==> src/rtl/portreg_pkg.sv <==
package portreg_pkg;
    typedef enum logic [1:0] {
        SEL_PINS = 2'd0,
        SEL_LAT  = 2'd1,
        SEL_INV  = 2'd2,
        SEL_DIR  = 2'd3
    } sel_e;
endpackage

==> src/rtl/portreg_sync.sv <==
module portreg_sync #(
    parameter int WIDTH  = 8,
    parameter int STAGES = 2
) (
    input  logic             clk,
    input  logic             rst_n,
    input  logic [WIDTH-1:0] async_in,
    output logic [WIDTH-1:0] sync_out
);
    logic [WIDTH-1:0] stage_d [STAGES];
    logic [WIDTH-1:0] stage_q [STAGES];

    always_comb begin
        stage_d[0] = async_in;
    end

    for (genvar s = 1; s < STAGES; s++) begin : g_chain
        always_comb begin
            stage_d[s] = stage_q[s-1];
        end
    end

    for (genvar s = 0; s < STAGES; s++) begin : g_regs
        always_ff @(posedge clk or negedge rst_n) begin
            if (!rst_n) stage_q[s] <= '0;
            else        stage_q[s] <= stage_d[s];
        end
    end

    assign sync_out = stage_q[STAGES-1];

    // the last stage follows the one before it by exactly one edge
    if (STAGES > 1) begin : g_chk
        p_sync_delay_r10: assert property (@(posedge clk) disable iff (!rst_n)
            1'b1 |=> stage_q[STAGES-1] == $past(stage_q[STAGES-2]));
    end
endmodule

==> src/rtl/portreg_regs.sv <==
module portreg_regs
    import portreg_pkg::*;
#(
    parameter int WIDTH = 8
) (
    input  logic             clk,
    input  logic             rst_n,
    input  logic             wr_en,
    input  logic [1:0]       ptr,
    input  logic [WIDTH-1:0] wr_data,
    output logic [WIDTH-1:0] lat_val,
    output logic [WIDTH-1:0] inv_val,
    output logic [WIDTH-1:0] dir_val
);
    typedef struct packed {
        logic [WIDTH-1:0] lat;
        logic [WIDTH-1:0] inv;
        logic [WIDTH-1:0] dir;
    } regs_t;

    localparam regs_t RESET_VAL = '{lat: '1, inv: '0, dir: '1};

    regs_t r_d, r_q;

    always_comb begin
        r_d = r_q;
        if (wr_en) begin
            unique case (sel_e'(ptr))
                SEL_LAT:  r_d.lat = wr_data;
                SEL_INV:  r_d.inv = wr_data;
                SEL_DIR:  r_d.dir = wr_data;
                default:  r_d     = r_q;
            endcase
        end
    end

    always_ff @(posedge clk or negedge rst_n) begin
        if (!rst_n) r_q <= RESET_VAL;
        else        r_q <= r_d;
    end

    assign lat_val = r_q.lat;
    assign inv_val = r_q.inv;
    assign dir_val = r_q.dir;

    // a write aimed at the pin-level pointer leaves all state alone
    p_pins_write_ignored_r5: assert property (@(posedge clk) disable iff (!rst_n)
        (wr_en && ptr == 2'd0) |=> $stable(r_q));
    // without a strobe nothing changes
    p_no_strobe_hold_r2: assert property (@(posedge clk) disable iff (!rst_n)
        !wr_en |=> $stable(r_q));
endmodule

==> src/rtl/portreg_readback.sv <==
module portreg_readback
    import portreg_pkg::*;
#(
    parameter int WIDTH = 8
) (
    input  logic             clk,
    input  logic             rst_n,
    input  logic             capture,
    input  logic [1:0]       ptr,
    input  logic [WIDTH-1:0] pins_sync,
    input  logic [WIDTH-1:0] lat_val,
    input  logic [WIDTH-1:0] inv_val,
    input  logic [WIDTH-1:0] dir_val,
    output logic [WIDTH-1:0] rd_data
);
    logic [WIDTH-1:0] sel_val;
    logic [WIDTH-1:0] rd_d, rd_q;

    always_comb begin
        unique case (sel_e'(ptr))
            SEL_PINS: sel_val = pins_sync ^ inv_val;
            SEL_LAT:  sel_val = lat_val;
            SEL_INV:  sel_val = inv_val;
            default:  sel_val = dir_val;
        endcase
        rd_d = capture ? sel_val : rd_q;
    end

    always_ff @(posedge clk or negedge rst_n) begin
        if (!rst_n) rd_q <= '0;
        else        rd_q <= rd_d;
    end

    assign rd_data = rd_q;

    // the read byte is frozen between captures
    p_hold_no_capture_r9: assert property (@(posedge clk) disable iff (!rst_n)
        !capture |=> $stable(rd_q));
    // a latch read returns the stored latch, not the pins
    p_latch_read_r7: assert property (@(posedge clk) disable iff (!rst_n)
        (capture && ptr == 2'd1) |=> rd_q == $past(lat_val));
    // a pin read applies the inversion mask
    p_pin_read_r6: assert property (@(posedge clk) disable iff (!rst_n)
        (capture && ptr == 2'd0) |=> rd_q == ($past(pins_sync) ^ $past(inv_val)));
endmodule

==> src/rtl/portreg_bank.sv <==
module portreg_bank #(
    parameter int WIDTH       = 8,
    parameter int SYNC_STAGES = 2
) (
    input  logic             clk,
    input  logic             rst_n,
    input  logic             wr_en,
    input  logic [1:0]       ptr,
    input  logic [WIDTH-1:0] wr_data,
    input  logic             capture,
    output logic [WIDTH-1:0] rd_data,
    input  logic [WIDTH-1:0] pin_in,
    output logic [WIDTH-1:0] pin_out,
    output logic [WIDTH-1:0] pin_oe
);
    logic [WIDTH-1:0] pins_sync;
    logic [WIDTH-1:0] lat_val, inv_val, dir_val;

    portreg_sync #(.WIDTH(WIDTH), .STAGES(SYNC_STAGES)) u_sync (
        .clk(clk), .rst_n(rst_n), .async_in(pin_in), .sync_out(pins_sync)
    );

    portreg_regs #(.WIDTH(WIDTH)) u_regs (
        .clk(clk), .rst_n(rst_n), .wr_en(wr_en), .ptr(ptr), .wr_data(wr_data),
        .lat_val(lat_val), .inv_val(inv_val), .dir_val(dir_val)
    );

    portreg_readback #(.WIDTH(WIDTH)) u_rd (
        .clk(clk), .rst_n(rst_n), .capture(capture), .ptr(ptr),
        .pins_sync(pins_sync), .lat_val(lat_val), .inv_val(inv_val),
        .dir_val(dir_val), .rd_data(rd_data)
    );

    assign pin_oe  = ~dir_val;
    assign pin_out = lat_val & ~dir_val;

    // no value is presented on a pin whose driver is released
    p_no_drive_when_released_r4: assert property (@(posedge clk) disable iff (!rst_n)
        (pin_out & ~pin_oe) == '0);
    // a direction write sets the drive enables to its complement
    p_dir_write_r3: assert property (@(posedge clk) disable iff (!rst_n)
        (wr_en && ptr == 2'd3) |=> pin_oe == ~$past(wr_data));
    // pointer-0 writes leave the pad outputs alone
    p_pad_stable_r5: assert property (@(posedge clk) disable iff (!rst_n)
        (wr_en && ptr == 2'd0) |=> ($stable(pin_oe) && $stable(pin_out)));
endmodule

==> config.mk <==
export PLATFORM = sky130hd
export DESIGN_NAME = portreg_bank
export DESIGN_NICKNAME = d
export VERILOG_FILES = /design/src/rtl/portreg_pkg.sv /design/src/rtl/portreg_sync.sv /design/src/rtl/portreg_regs.sv /design/src/rtl/portreg_readback.sv /design/src/rtl/portreg_bank.sv
export SDC_FILE = /design/constraint.sdc
export NUM_CORES = 1
export LEC_CHECK = 0
export ABC_AREA = 1
export BUFFER_PORTS_ARGS = -buffer_cell sky130_fd_sc_hd__buf_2
export CAP_MARGIN = 10
export CELL_PAD_IN_SITES_DETAIL_PLACEMENT = 1
export CELL_PAD_IN_SITES_GLOBAL_PLACEMENT = 2
export CORE_ASPECT_RATIO = 0.8
export CORE_MARGIN = 3
export CORE_UTILIZATION = 34
export CTS_CLUSTER_DIAMETER = 40
export CTS_CLUSTER_SIZE = 12
export DETAILED_ROUTE_END_ITERATION = 8
export PLACE_DENSITY_LB_ADDON = 0.1
export SYNTH_ARGS = -nofsm -noshare
export SYNTH_HDL_FRONTEND = slang
export SYNTH_SLANG_ARGS = --single-unit
==> constraint.sdc <==
create_clock -name clk -period 1.9 [get_ports clk]
set_input_delay 0 -clock clk [delete_from_list [all_inputs] [get_ports clk]]
set_output_delay 0 -clock clk [all_outputs]
set_load 0.02 [all_outputs]
==> impl_metrics.csv <==
group,metric,value,unit
place,dp_cells,361,
power_and_ir_drop,power,2.383,mW
place,io_buffers,45,
clocking,htreeDepth,2,
global_route,grt.total_usage,15.51,%
worst_setup_path,crit_required,1.90,ns
yosys,ys_seq_elements,48,
die,rows,24,
global_route,grt_overflow_total,0,
timing,relSlewSlack,58.99,%
layout,nFillCells,715,
route,viasPerCell,4.329,
layout,antenna_cells,0,
clocking,cts_max_path_buffers,2,
worst_hold_path,holdCritPathClass,"in -> reg",
job,cap_violations,0,
yosys,synth_area_leaders,"dfrtp_1 38%, dfstp_2 20%, nand2_1 14%, inv_1 7.4%, o21ai_0 3.8%",
route,drc,0,
yosys,synth_cell_types,16,
worst_setup_path,crit_path_max_fanout,3,
clocking,cts_setup_buffers,0,
place,place_hpwl,3531,µm
timing,max_freq,0.8706,GHz
route,dr_total_vias,1658,
worst_setup_path,endpoint_kind,"output pin",
power_and_ir_drop,combPwrFrac,22.4,%
global_route,grt_pass1_vias,1692,
power_and_ir_drop,p_int,1.632,mW
die,die_x,93.65,µm
worst_setup_path,crit_path_start_kind,"flop",
route,finalWirelength,5141,µm
worst_setup_path,crit_arrival,1.15,ns
timing,hold_violations,0,
clocking,clk_latency,0.29,ns
power_and_ir_drop,power_density,912.0,mW/mm²
yosys,yosysWarnings,0,
layout,layout.nets,327,
layout,syn_to_final_growth,25.03,%
layout,utilization,45.79,%
timing,fin_skew,0.008900,ns
global_route,grt_max_degree,49,
yosys,syn_nets,263,
die,die_h,76.12,µm
timing,rsz0062_at_grt,"no",
timing,period_share,60.45,%
yosys,netlist.area_leader.share,38.32,%
layout,most-common-layout-cells,"79 x nand2_1, 45 x buf_2, 41 x inv_1",
layout,ff_latch_area,0.001221,mm²
clocking,cts_inserted_buffers,5,
power_and_ir_drop,peakVddDrop,369.5,µV
route,drtIter0Drc,42,
power_and_ir_drop,clockPowerShare,23.9,%
die,die_area,0.007128,mm²
timing,fin_crit,1.149,ns
yosys,yosys.area.top_type,"dfrtp_1",
route,drt_first_pass_iters,4,
power_and_ir_drop,leakage,1.375,nW
global_route,grt_use_met3,3.455,%
timing,setup_tns,0,ns
die,pin_count,46,
yosys,netlist_area,0.002090,mm²
status,status,"finished clean",
layout,instances_no_fill,383,
timing,setup_viol,0,
route,ant_nets,0,
global_route,grt_use_met1,23.34,%
clocking,clock-sinks,48,
timing,tightest_slew,0.6152,ns
clocking,clk_pin_slew,0.08,ns
die,core,0.005705,mm²
global_route,grtUsageMet2,22.91,%
global_route,grt_pass1_wl,8611,µm
timing,hold_slack,0.0003770,ns
yosys,syn_inst,241,
route,wl_per_cell,13.42,µm
clocking,cts_tree,"done",
layout,final_common_cell,"nand2_1",
timing,maxSlewViolCount,0,
die,start_util,36.62,%
global_route,antenna_found_initial,0,
yosys,ys_seq_area_share,58.44,%
clocking,cts_root_buffer,"clkbuf_8",
power_and_ir_drop,seqPwrFrac,53.7,%
yosys,syn_avg_cell_area,8.670,µm²
power_and_ir_drop,switching_power,0.7503,mW
worst_setup_path,path_class,"reg -> out",
place,place.gp.congestion,0.7586,
layout,multiInputGateArea,664.4,µm²
power_and_ir_drop,switching_share,31.49,%
global_route,top_usage_layer,"met1",
layout,drive_gt1_share,26.89,%
-- through the flow --
stage | setup WS [ns] | cell area, µm²
floorplan | 0.9649 | 2090
global placement | 0.8333 | 2385
detailed placement | 0.7390 | 2385
CTS | 0.7324 | 2613
global route | 0.6670 | 2613
finish | 0.7514 | 2613
-- state kept, by name (all words and copies together), names as in the netlist --
register         cells
u_regs.lat_val       8
u_rd.rd_data         8
u_sync.stage_d       8
u_regs.inv_val       8
u_sync.sync_out      8
u_regs.dir_val       8
-- critical path: stages (launching register included) --
cell and delay, ns:
dfstp_2 0.55, inv_1 0.04, nor2_1 0.10, buf_2 0.18
-- area by class of cell --
cell class / instances / area share (%)
clock buffers: 6 / 2.778
clock inverters: 1 / 0.1916
inverters: 43 / 6.178
multi-input cells: 145 / 25.43
flip-flops and latches: 48 / 46.74
well taps: 78 / 3.736
repair buffers: 62 / 14.94
-- Yosys cell counts (all sizes together) --
cell type and number:
dfrtp 32, buf 4, nand3 14, inv 43, nand2 81, o21ai 32, nor2 10, a21oi 8
dfstp 16, clkbuf 1
-- per-layer routing --
layer | vias up | part of all wire, %
met5 | - | 0
met4 | 0 | 0.39
met3 | 2 | 4.4
met2 | 35 | 44
met1 | 757 | 51
li1 | 864 | -
-- cells by family (layout without fill, tap and decap cells) --
group / Yosys count / count (layout) / share of synthesized area, %
DFF: 48 / 48 / 58.44
AOI/OAI and AO/OA: 40 / 40 / 11.02
and+or+nand+nor: 105 / 105 / 20.78
buffers and inverters: 48 / 112 / 9.760
-- what timing repair did --
item                      CTS  global route
resized for setup           0             0
hold buffers               15             0
hold endpoints to repair   51             0
-- power by group through the flow --
stage	Combinational (mW)	Clock (mW)	Sequential (mW)
floorplan	0.305	0	1.31
CTS	0.542	0.592	1.28
finish	0.533	0.569	1.28
global placement	0.507	0	1.30
global route	0.606	0.643	1.31
detailed placement	0.517	0	1.30
-- final timing paths --
| path | startpoint | to | slack, ns | depth (start not counted) |
|---|---|---|---|---|
| max reg2reg | u_regs.lat_val[6] | u_rd.rd_data[6] | 0.87 | 6 |
| max | u_regs.lat_val[4] | pin_out[4] | 0.75 | 3 |
| max in group asynchronous | rst_n | u_rd.rd_data[2] | 1.14 | 3 |
| min in group asynchronous | rst_n | u_sync.stage_d[3] | 0.32 | 3 |
| min | wr_data[3] | u_regs.dir_val[3] | 0.0004 | 3 |
| min reg2reg | u_sync.stage_d[2] | u_sync.sync_out[2] | 0.35 | 0 |
Note: power is estimated with default switching activity, not from simulation.
